--- config.mk ---
export PLATFORM = sky130hd
export DESIGN_NAME = core_cycle_ctrl
export DESIGN_NICKNAME = d
export VERILOG_FILES = /design/src/rtl/core_cycle_pkg.sv /design/src/rtl/core_cycle_fsm.sv /design/src/rtl/core_cycle_dp.sv /design/src/rtl/core_cycle_ctrl.sv
export SDC_FILE = /design/constraint.sdc
export NUM_CORES = 1
export LEC_CHECK = 0
export BUFFER_PORTS_ARGS = -buffer_cell sky130_fd_sc_hd__buf_4
export CORE_MARGIN = 2
export CORE_UTILIZATION = 35
export DETAILED_ROUTE_END_ITERATION = 10
export PLACE_DENSITY = 0.6
export REMOVE_ABC_BUFFERS = 1
export SYNTH_ARGS = -nofsm -noshare
export SYNTH_HDL_FRONTEND = slang
export SYNTH_SLANG_ARGS = --single-unit
--- constraint.sdc ---
create_clock -name clk -period 2.05 [get_ports clk]
set_input_delay 0.205 -clock clk [delete_from_list [all_inputs] [get_ports clk]]
set_output_delay 0.205 -clock clk [all_outputs]
set_load 0.005 [all_outputs]
--- src/rtl/core_cycle_pkg.sv ---
package core_cycle_pkg;

  typedef enum logic [1:0] {
    MODE_CLR_WR  = 2'b00,
    MODE_RD_RST  = 2'b01,
    MODE_RD_MOD  = 2'b10,
    MODE_RD_ONLY = 2'b11
  } cycMode_t;

  typedef enum logic [2:0] {
    PH_IDLE    = 3'd0,
    PH_CLR     = 3'd1,
    PH_READ    = 3'd2,
    PH_WRITE   = 3'd3,
    PH_RESTORE = 3'd4,
    PH_PAUSE   = 3'd5
  } phase_t;

  // strobes from sequencer to datapath
  typedef struct packed {
    logic latchCyc;  // capture address and write data
    logic latchWr;   // capture write data only (split-cycle resume)
    logic clrWord;   // zero the addressed word
    logic rdWord;    // sense (and destroy) the addressed word
    logic wrWord;    // store captured write data
    logic rstWord;   // store sensed data back
  } dpCtl_t;

endpackage

--- src/rtl/core_cycle_fsm.sv ---
module core_cycle_fsm
  import core_cycle_pkg::*;
(
  input  logic           clk,
  input  logic           rstN,
  input  logic           rdInit,
  input  logic           wrInit,
  input  logic [1:0]     modeSel,
  input  logic           fullCycSel,
  input  logic           rdOnlyEn,
  output dpCtl_t         ctl,
  output phase_t         phase,
  output logic           busy
);

  logic     rdPrev, wrPrev;
  logic     rdRise, wrRise, startReq;
  phase_t   phaseNext;
  cycMode_t cycMode, effMode;

  assign rdRise   = rdInit & ~rdPrev;
  assign wrRise   = wrInit & ~wrPrev;
  assign startReq = rdRise | wrRise;

  // qualifier inputs fold unsupported variants into read/restore
  always_comb begin
    effMode = cycMode_t'(modeSel);
    if (effMode == MODE_RD_MOD && fullCycSel) effMode = MODE_RD_RST;
    if (effMode == MODE_RD_ONLY && !rdOnlyEn) effMode = MODE_RD_RST;
  end

  always_comb begin
    ctl       = '0;
    phaseNext = phase;
    unique case (phase)
      PH_IDLE: begin
        if (startReq) begin
          ctl.latchCyc = 1'b1;
          phaseNext    = (effMode == MODE_CLR_WR) ? PH_CLR : PH_READ;
        end
      end
      PH_CLR: begin
        ctl.clrWord = 1'b1;
        phaseNext   = PH_WRITE;
      end
      PH_READ: begin
        ctl.rdWord = 1'b1;
        unique case (cycMode)
          MODE_RD_MOD:  phaseNext = PH_PAUSE;
          MODE_RD_ONLY: phaseNext = PH_IDLE;
          default:      phaseNext = PH_RESTORE;
        endcase
      end
      PH_PAUSE: begin
        if (wrRise) begin
          ctl.latchWr = 1'b1;
          phaseNext   = PH_WRITE;
        end
      end
      PH_WRITE: begin
        ctl.wrWord = 1'b1;
        phaseNext  = PH_IDLE;
      end
      PH_RESTORE: begin
        ctl.rstWord = 1'b1;
        phaseNext   = PH_IDLE;
      end
      default: phaseNext = PH_IDLE;
    endcase
  end

  always_ff @(posedge clk or negedge rstN) begin
    if (!rstN) begin
      phase   <= PH_IDLE;
      cycMode <= MODE_CLR_WR;
      rdPrev  <= 1'b0;
      wrPrev  <= 1'b0;
    end else begin
      phase  <= phaseNext;
      rdPrev <= rdInit;
      wrPrev <= wrInit;
      if (phase == PH_IDLE && startReq) cycMode <= effMode;
    end
  end

  assign busy = (phase != PH_IDLE);

endmodule

--- src/rtl/core_cycle_dp.sv ---
module core_cycle_dp
  import core_cycle_pkg::*;
#(
  parameter int AW = 4,
  parameter int DW = 8
) (
  input  logic          clk,
  input  logic          rstN,
  input  dpCtl_t        ctl,
  input  logic [AW-1:0] addr,
  input  logic [DW-1:0] wrData,
  output logic [DW-1:0] rdData,
  output logic          rdValid,
  output logic [AW-1:0] cycAddr
);

  localparam int WORDS = 1 << AW;

  logic [DW-1:0] mem [WORDS];
  logic [DW-1:0] cycData;

  always_ff @(posedge clk or negedge rstN) begin
    if (!rstN) begin
      cycAddr <= '0;
      cycData <= '0;
      rdData  <= '0;
      rdValid <= 1'b0;
    end else begin
      rdValid <= ctl.rdWord;
      if (ctl.latchCyc) begin
        cycAddr <= addr;
        cycData <= wrData;
      end
      if (ctl.latchWr) cycData <= wrData;
      if (ctl.rdWord)  rdData  <= mem[cycAddr];
    end
  end

  // one register per word; only the addressed one responds
  for (genvar w = 0; w < WORDS; w++) begin : g_word
    logic sel;
    assign sel = (cycAddr == AW'(w));
    always_ff @(posedge clk or negedge rstN) begin
      if (!rstN)                                mem[w] <= '0;
      else if (sel && (ctl.clrWord || ctl.rdWord)) mem[w] <= '0;
      else if (sel && ctl.wrWord)               mem[w] <= cycData;
      else if (sel && ctl.rstWord)              mem[w] <= rdData;
    end
  end

endmodule

--- src/rtl/core_cycle_ctrl.sv ---
module core_cycle_ctrl
  import core_cycle_pkg::*;
#(
  parameter int AW = 4,
  parameter int DW = 8
) (
  input  logic          clk,
  input  logic          rstN,
  input  logic          rdInit,
  input  logic          wrInit,
  input  logic [1:0]    modeSel,
  input  logic          fullCycSel,
  input  logic          rdOnlyEn,
  input  logic [AW-1:0] addr,
  input  logic [DW-1:0] wrData,
  output logic [DW-1:0] rdData,
  output logic          rdValid,
  output logic          busy
);

  dpCtl_t        ctlW;
  phase_t        phaseW;
  logic [AW-1:0] cycAddrW;

  core_cycle_fsm u_fsm (
    .clk(clk), .rstN(rstN), .rdInit(rdInit), .wrInit(wrInit),
    .modeSel(modeSel), .fullCycSel(fullCycSel), .rdOnlyEn(rdOnlyEn),
    .ctl(ctlW), .phase(phaseW), .busy(busy)
  );

  core_cycle_dp #(.AW(AW), .DW(DW)) u_dp (
    .clk(clk), .rstN(rstN), .ctl(ctlW), .addr(addr), .wrData(wrData),
    .rdData(rdData), .rdValid(rdValid), .cycAddr(cycAddrW)
  );

endmodule

Word-level counts from Yosys, hierarchy flattened
Index checks and enable logic that the tools add are counted.
{"block": "op_classes", "n_lt_le_gt_ge": 1, "n_eq_ne": 26, "bitwise": 6, "muxes": 68, "n_reduce_logical": 75}
{"operator": "$mux W8", "n": 52}
{"operator": "$logic_and A1 B1 Y1", "n": 51}
{"operator": "$reduce_bool A3 Y1", "n": 17}
{"operator": "$bmux W8 S4", "n": 1}
{"operator": "$eq A4 B4 Y1 const B", "n": 8}
{"operator": "$eq A4 B3 Y1 const B", "n": 4}
{"operator": "$pmux W3 S4", "n": 1}
{"operator": "$eq A2 B2 Y1 const B", "n": 4}
{"operator": "$eq A4 B2 Y1 const B", "n": 2}
{"operator": "$mux W1", "n": 8}
{"operator": "$eq A3 B2 Y1 const B", "n": 2}
{"operator": "$eq A3 B3 Y1 const B", "n": 2}
{"operator": "$mux W2", "n": 3}
{"operator": "$mux W3", "n": 2}
{"operator": "$pmux W3 S2", "n": 1}
{"operator": "$ge A5 B5 Y1 const B", "n": 1}
{"operator": "$not A4 Y5", "n": 1}
{"operator": "$eq A4 B1 Y1 const B", "n": 1}
{"operator": "$logic_not A4 Y1", "n": 1}
{"operator": "$ne A2 B1 Y1 const B", "n": 2}
{"operator": "$eq A3 B1 Y1 const B", "n": 1}
{"operator": "$logic_not A3 Y1", "n": 1}
{"operator": "$and A1 B1 Y1", "n": 2}
{"operator": "$logic_not A2 Y1", "n": 1}
{"operator": "other kinds (6)", "n": 7}
{"block": "word_totals", "elab_cells": 200, "output_inout_bits": 10, "in_bits": 20, "register_bits": 156}

Logic depth before layout (Yosys ltp)
Gate-level depths: netlist (run 1).
{"block": "logic_depth", "depth_word": 10, "depth_mapped": 8, "depth_no_buf": 4}

Modules after synthesis
Synthesis (run 1) repeated with hierarchy kept, for this count alone.
{"block": "hier_totals", "cells_unflattened": 801, "area_unflattened_um2": 8720.9}
{"module": "core_cycle_dp", "seq_area_each_um2": 3728.6, "instances": 1, "area_per_inst_um2": 8346.8, "cells_each": 764}
{"module": "core_cycle_fsm", "seq_area_each_um2": 175.2, "instances": 1, "area_per_inst_um2": 374.1, "cells_each": 37}

Worst setup path before layout (run 1)
Ideal clock, no wire load.
{"block": "synth_timing", "kind": "flip-flop to flip-flop", "start": "reg u_dp.cycAddr[0]", "end": "reg u_dp.mem[106] (netlist name)", "required_time_ps": 1929, "setup_slack_ps": 208, "t_arrival_ps": 1721, "period_less_slack_ps": 1842, "setup_ps": 121, "path_stages_with_launch": 6, "n_path_buf": 1, "cell_sequence": "dfrtp_1 > buf_6 > or4b_4 > nor3_4 > nor2_1 > a22o_1"}
{"block": "synth_between", "elab_chain_cells": 4, "word_cells_on_any_way": 7, "cone_classes": "1 x eq/ne; 2 x mux; 4 x reduce/logical"}
{"element": "from (decl)", "line_no": "core_cycle_dp.sv:14", "source": "output logic [AW-1:0] cycAddr"}
{"element": "from (signal assigned)", "line_no": "core_cycle_dp.sv:31", "source": "cycAddr <= addr;"}
{"element": "$eq A4 B2 Y1 *", "line_no": "core_cycle_dp.sv:42", "source": "assign sel = (cycAddr == AW'(w));"}
{"element": "$logic_and A1 B1 Y1", "line_no": "core_cycle_dp.sv:46", "source": "else if (sel && ctl.wrWord) mem[w] <= cycData;"}
{"element": "$mux W8", "line_no": "core_cycle_dp.sv:46"}
{"element": "$mux W8", "line_no": "core_cycle_dp.sv:45", "source": "else if (sel && (ctl.clrWord || ctl.rdWord)) mem[w] <= '0;"}
{"element": "to (signal, indexed assignment)", "line_no": "core_cycle_dp.sv:46"}
{"element": "to (signal, indexed assignment)", "line_no": "core_cycle_dp.sv:47", "source": "else if (sel && ctl.rstWord) mem[w] <= rdData;"}
{"element": "to (decl)", "line_no": "core_cycle_dp.sv:19", "source": "logic [DW-1:0] mem [WORDS];"}
Mark *: on every way between the ends. The rest lies on a longest branch, timed or not.
A chain may end at the register's enable or synchronous reset.

Worst setup path after layout (run 1)
{"block": "layout_timing", "start": "reg u_dp.cycAddr[0]", "end": "reg u_dp.rdData[7]"}
{"block": "layout_between", "elab_chain_cells": 4}
{"element": "$not A4 Y5 (not written as such)", "line_no": "core_cycle_dp.sv:35", "source": "if (ctl.rdWord) rdData <= mem[cycAddr];"}
{"element": "$bmux W8 S4", "line_no": "core_cycle_dp.sv:35"}
{"element": "$mux W8 (not written as such) (2 in a row)", "line_no": "core_cycle_dp.sv:35"}
{"element": "to (signal assigned)", "line_no": "core_cycle_dp.sv:35"}
{"element": "to (decl)", "line_no": "core_cycle_dp.sv:12", "source": "output logic [DW-1:0] rdData,"}
Every way passes these cells. The select of a mux whose other input is x is not followed.

==> run summary, run 1 <==
Status - finished clean
Net Sw Frac - 0.413
Fmax - 511 MHz
Arrival time worst endpoint - 2260 ps
Top post-synthesis cells by area - dfrtp_1, mux2i_1, a211oi_1
Worst Path Buf+Inv - 1
Post-synthesis sequential area ratio - 0.423
Die area - 27700 µm²
Worst Hold Class - input port to register
Finished Cell Area - 11200 µm²
Yosys Warn Count - 0
Crit-path max FO - 26
Pre-CTS setup slack - 47.9 ps
Psw - 0.00713 W
Width of the chip - 166 µm
IO buf count - 29
Drc violations - 0
Dpl hpwl - 18.6 mm
Slowest CP cell - mux4_2
Filler cells - 2468
Crit-path max cell delay - 550 ps
Dpl cell area - 10400 µm²
Drt wl/cell - 21.9 µm
Bufs on Longest Clock Path - 2
Internal power - 0.0101 W
Root buffer cell - clkbuf_16
Vias per Instance - 5.63
GR Overflow Total - 0
Area leader, netlist - dfrtp_1
Pre-antenna DRT Iters - 7
Share of cells above drive strength 1 - 0.286
CP Launch Type - register
Leakage - 4.81 nW
Logic pwr share - 0.438
Largest net degree at the start of global routing - 49
CTS tree - yes
Max-slew violations - 0
Measured slew at the worst slew-check pin - 1060 ps
IO Count - 30
Layout Cells excl Fill - 1273
Diode count - 0
Worst Path Class, Setup - register to register
Routed via count - 7171
Tot GR Track Use - 0.204
Finished Core Util - 0.429
Initial DRC count - 611
Setup ws final - 93.4 ps
Peak VDD IR - 0.00100 V
Distinct cells, synth - 58
Crit end category - register
Sink Count - 156
Final setup viols - 0
# rows - 59
H-tree levels - 4
Crit-path cells - buf_12, mux4_2, mux2_2, a211oi_1, a21oi_1
Clk slew on worst S/H paths - 60 ps
Area delta synth->final - 20.7%
Max-Cap Viols - 0
Cells after DPL - 1229
Seq pwr share - 0.367
Total Nets Final - 948
Mapped Cells - 843
ANT nets after route - 0
Clock share of power - 0.195
Initial Utilization - 0.355
Rel. slew slack - 0.296
Vias in the first global route - 7053
Synth top area share - 0.423
Total Wirelength - 27.8 mm
Final GP Congestion - 0.827
Top delay family on crit path - multiplexers
Crit path time final - 1960 ps
Crit share post-route - 0.954
First-pass GRT wire length - 43.6 mm
Initial antenna violation count - 0
Avg Cell Area, Syn - 11.0 µm²
CTS Buf Count - 17
Die height - 166 µm
Clk_skew - 11.9 ps
RSZ-0062 raised after global routing - no
Skew-Pair Late Insertion Delay - 440 ps
PD cells - 1550 nW/µm²
Core area - 26000 µm²
Endpoints failing hold - 0
#FFs+latches synth - 156
Post-synthesis cell area - 9240 µm²
Crit path required time - 2360 ps
[Yosys cell counts (all sizes together)]
cell / number
a22o: 18
nand3b: 4
o22ai: 17
nor2b: 5
clkbuf: 27
or4: 1
a2111oi: 9
xnor2: 1
nor3b: 1
or3b: 4
dfrtp: 156
nor2: 144
buf: 50
a21boi: 1
and4bb: 1
nor3: 20
o21ai: 7
o21ba: 1
a21oi: 30
and2: 3
or3: 2
o21bai: 1
mux2i: 132
or4b: 4
and3b: 1
o211ai: 3
a211oi: 101
nand4bb: 5
a21o: 1
inv: 1
and2b: 1
nand4: 1
a31oi: 6
mux2: 35
nand2: 13
nand4b: 4
or2: 2
mux4: 13
nand3: 10
nand2b: 2
o2bb2ai: 5
[flip-flops by register name, indices dropped and copies added, names as in the netlist]
register	count
u_fsm.rdPrev	1
u_dp.mem	128
u_dp.rdValid	1
u_dp.cycAddr	4
u_fsm.cycMode	2
u_dp.rdData	8
u_fsm.wrPrev	1
u_dp.cycData	8
u_fsm.phase	3
[metal layers]
metal	track usage	routed length (µm)	vias up
li1	-	-	3328
met2	0.302	12300	214
met5	0	0	-
met1	0.299	13400	3590
met4	0.0652	665	0
met3	0.0416	1420	39
[cell type report]
| type | instances | area (µm²) | share of cell area |
|---|---|---|---|
| multi-input combinational | 609 | 4900 | 0.440 |
| tap | 335 | 419 | 0.0376 |
| clock inverter | 7 | 140 | 0.0126 |
| timing repair buffer | 143 | 1310 | 0.117 |
| sequential | 156 | 3910 | 0.351 |
| inverter | 1 | 3.75 | 0.000337 |
| clock buffer | 22 | 464 | 0.0416 |
[worst register-to-register path, stage by stage, from the launching register on]
cell      delay [ps]
dfrtp_2          410
buf_12           210
mux4_2           570
mux2_2           280
a211oi_1         260
a21oi_1          100
[power by group through the flow]
stage | Combinational, W | Sequential, W | Clock, W
floorplan | 0.00434 | 0.00587 | 0
global placement | 0.00731 | 0.00628 | 0
detailed placement | 0.00744 | 0.00630 | 0
CTS | 0.00750 | 0.00626 | 0.00340
global route | 0.00817 | 0.00647 | 0.00354
finish | 0.00756 | 0.00633 | 0.00336
[worst paths after layout]
kind	start	end	slack [ps]	cells past startpoint
worst min register to register	u_fsm.cycMode[0]	u_fsm.phase[0]	490	1
min in group asynchronous	rstN	u_dp.mem[20]	250	2
worst max-delay path	u_dp.cycAddr[0]	u_dp.rdData[7]	90	5
worst max register to register	u_dp.cycAddr[0]	u_dp.rdData[7]	90	5
worst min-delay path	addr[2]	u_dp.cycAddr[2]	2	2
max in group asynchronous	rstN	u_dp.rdData[5]	1130	3
[logic make-up (layout without fill, tap and decap cells)]
group / Yosys count / in the layout / share of synthesized area
AO/OA/AOI/OAI: 200 / 200 / 0.172
XOR/XNOR: 1 / 1 / 0.000948
buffers and inverters: 78 / 173 / 0.0490
flip-flops: 156 / 156 / 0.423
multiplexers: 180 / 180 / 0.217
AND/OR/NAND/NOR: 228 / 228 / 0.138
[layout by cell type, fill, tap and decap left out, types with 5 or more instances in the layout]
cell type / count
a21oi_2: 5
buf_4: 113
nor2b_1: 5
o2bb2ai_1: 5
buf_12: 16
o21ai_0: 7
a22o_1: 18
nand2_1: 12
nor2_4: 5
nor3_2: 7
clkbuf_16: 17
dlygate4sd3_1: 13
nand4bb_1: 5
a211oi_1: 96
a211oi_2: 5
nor3_1: 11
o22ai_1: 17
a21oi_4: 11
mux4_2: 13
dfrtp_1: 153
nand3_2: 5
a31oi_1: 6
a21oi_1: 14
a2111oi_0: 7
mux2i_1: 132
nor2_1: 137
mux2_2: 35
[per-stage QoR]
step	hold slack, ps	power [W]	TNS (ps)
after floorplan	-90.6	0.0102	-96120
after global placement	157	0.0136	0
after detailed placement	160	0.0137	0
after CTS	0.283	0.0172	0
after global routing	8.76	0.0182	0
final	2.15	0.0173	0
[timing repair]
action / CTS / global route
hold buffers: 13 / 0
gates resized for setup: 0 / 6
setup buffers: 0 / 2
setup endpoints to repair: 0 / 27
endpoints found under the hold margin: 49 / 0
No activity file was read; power rests on OpenSTA's default activity.
==> run 2: changes to the inputs <==
--- a/config.mk
+++ b/config.mk
@@ -11,6 +11,7 @@
 export DETAILED_ROUTE_END_ITERATION = 10
 export PLACE_DENSITY = 0.6
 export REMOVE_ABC_BUFFERS = 1
+export SETUP_SLACK_MARGIN = 0.15
 export SYNTH_ARGS = -nofsm -noshare
 export SYNTH_HDL_FRONTEND = slang
 export SYNTH_SLANG_ARGS = --single-unit
==> constraint.sdc (replaced) <==
create_clock -name clk -period 1.9 [get_ports clk]
set_input_delay 0.19 -clock clk [delete_from_list [all_inputs] [get_ports clk]]
set_output_delay 0.19 -clock clk [all_outputs]
set_load 0.005 [all_outputs]
==> run summary, run 2 (synthesis results as in run 1) <==
H-tree levels - 4 (unchanged)
Area delta synth->final - 51.2%
Status - finished with violations
Crit-path max cell delay - 1090 ps (+540 ps)
Diode count - 0 (unchanged)
Routed via count - 8138 (+13%)
Peak VDD IR - 0.00101 V (+1.1%)
ANT nets after route - 0 (unchanged)
Crit path required time - 1710 ps (-650 ps)
Vias in the first global route - 8109 (+15%)
CTS tree - yes
Total Wirelength - 32.2 mm (+16%)
Drt wl/cell - 23.2 µm (+6.2%)
Filler cells - 2123 (-14%)
Sink Count - 156 (unchanged)
Initial Utilization - 0.355 (unchanged)
Logic pwr share - 0.543 (+0.105)
Crit-path cells - buf_4
Final hold slack - 32.5 ps (+30.4 ps)
Hold Crit Start - modeSel[1]
Rel. slew slack - 0.250 (-0.0460)
Fmax - 508 MHz
Vias per Instance - 5.86 (+4.1%)
Max-slew violations - 0 (unchanged)
Die height - 166 µm (unchanged)
Seq pwr share - 0.314 (-0.053)
Crit-path max FO - 18 (-31%)
Worst Hold Path Cells - 3 (+1)
Hold-critical path endpoint - u_fsm.cycMode[1]
Largest net degree at the start of global routing - 48 (-2.0%)
Initial DRC count - 686 (+12%)
Critical R2R Launch - u_dp.cycAddr[0]
Total Nets Final - 1060 (+12%)
Psw - 0.00967 W (+36%)
Skew-Pair Late Insertion Delay - 440 ps (about the same)
Clock share of power - 0.144 (-0.051)
Worst reg2reg path depth - 7 (+2)
Tot GR Track Use - 0.225 (+0.0213)
Finished Core Util - 0.537 (+0.108)
Worst Path Buf+Inv - 1 (unchanged)
PD cells - 1590 nW/µm² (+2.9%)
Setup ws final - -69.3 ps (-163 ps)
Dpl hpwl - 19.5 mm (+4.8%)
Leakage - 5.99 nW (+24%)
CP Launch Type - register
Bufs on Longest Clock Path - 2 (unchanged)
Crit path time final - 1970 ps
Net Sw Frac - 0.435 (+0.0214)
Commonest non-fill, non-tap cells in the layout - dfrtp_1, buf_4, mux2i_1, a211oi_2, buf_6
# rows - 59 (unchanged)
Drc violations - 0 (unchanged)
Measured slew at the worst slew-check pin - 1130 ps (+69.0 ps)
Final setup viols - 23 (+23)
Clk slew on worst S/H paths - 60 ps (about the same)
Crit path depth - 1 (-4)
Top delay family on crit path - flip-flops
Top Registers - u_dp.mem x128, u_dp.cycData x8, u_dp.rdData x8
Final GP Congestion - 0.885 (+6.9%)
Arrival time worst endpoint - 1780 ps (-480 ps)
Top reg by flops - u_dp.mem
IO Count - 30 (unchanged)
GR Overflow Total - 0 (unchanged)
RSZ-0062 raised after global routing - yes
Most common cell after layout, fill and taps aside - dfrtp_1
Share of cells above drive strength 1 - 0.575 (+0.289)
Initial antenna violation count - 0 (unchanged)
Internal power - 0.0126 W (+24%)
CTS Buf Count - 17 (unchanged)
Failing checks - negative setup slack
Crit share post-route - 1.04
Worst Hold Class - input port to register
Worst Path Class, Setup - register to output pin
Width of the chip - 166 µm (unchanged)
Clk_skew - 11.9 ps (-0.00630 ps)
Endpoints failing hold - 0 (unchanged)
R2R Path End - u_dp.mem[112]
Reg2reg setup slack - -60 ps (-150 ps)
Crit end category - output pin
First-pass GRT wire length - 48.3 mm (+11%)
Max FFs per register - 128 (unchanged)
Max-Cap Viols - 0 (unchanged)
IO buf count - 29 (unchanged)
Slowest CP cell - dfrtp_1
Root buffer cell - clkbuf_16
Pre-antenna DRT Iters - 5 (-2)
Die area - 27700 µm² (unchanged)
Core area - 26000 µm² (unchanged)
[run 2: how the worst max path moves through the flow]
stage | slack, ps | startpoint | to
final | -70 | u_dp.rdData[7] | rdData[7]
after CTS | -40 | u_dp.cycAddr[0] | u_dp.rdData[7]
after global placement | -40 | u_dp.cycAddr[0] | u_dp.rdData[2]
after global routing | -120 | u_dp.cycAddr[0] | u_dp.mem[112]
after detailed placement | -110 | u_dp.cycAddr[0] | u_dp.rdData[1]
after floorplan | -1280 | u_dp.cycAddr[1] | u_dp.mem[98]
[run 2: timing repair]
item / CTS / global route
pin swaps: 111 / 73
setup endpoints to repair: 147 / 148
hold buffers: 15 / 0
setup buffers: 45 / 18
gates resized for setup: 239 / 184
gates cloned: 8 / 3
hold endpoints to repair: 125 / 0
[run 2: area by class of cell]
class                           count  area (µm²)  share of cell area
Multi-Input combinational cell    609        6310               0.452
Clock buffer                       22         464              0.0332
Sequential cell                   156        3920               0.281
Tap cell                          335         419              0.0300
Timing Repair Buffer              255        2780               0.199
Clock inverter                     10        68.8             0.00493
Inverter                            1        3.75            0.000269
[run 2: per-stage QoR]
stage | worst slack [ps] | area (µm²) | TNS [ps] | instances | total power (W)
floorplan | -1280 | 8790 | -116670 | 766 | 0.0110
global placement | -35.7 | 10700 | -175 | 1267 | 0.0150
detailed placement | -107 | 10700 | -814 | 1267 | 0.0151
CTS | -39.3 | 13000 | -249 | 1367 | 0.0203
global route | -120 | 14000 | -3720 | 1388 | 0.0232
finish | -69.3 | 14000 | -704 | 1388 | 0.0222
[run 2: power groups by stage]
stage	Sequential (W)	Combinational, W	Clock, W
global route	0.00707	0.0128	0.00338
global placement	0.00654	0.00843	0
CTS	0.00666	0.0105	0.00322
floorplan	0.00634	0.00468	0
finish	0.00697	0.0121	0.00320
detailed placement	0.00654	0.00861	0
[run 2: layer usage]
layer	wire, µm	vias up	global-route usage	part of all wire
li1	-	3563	-	-
met1	14100	4178	0.319	0.44
met2	15200	340	0.347	0.47
met3	2070	57	0.0390	0.064
met4	857	0	0.0825	0.027
met5	0	-	0	0
[run 2: tightest hold or removal path, cell delays in order]
cell and delay (ps):
buf_4 120, nand2_1 40, o21ai_0 70
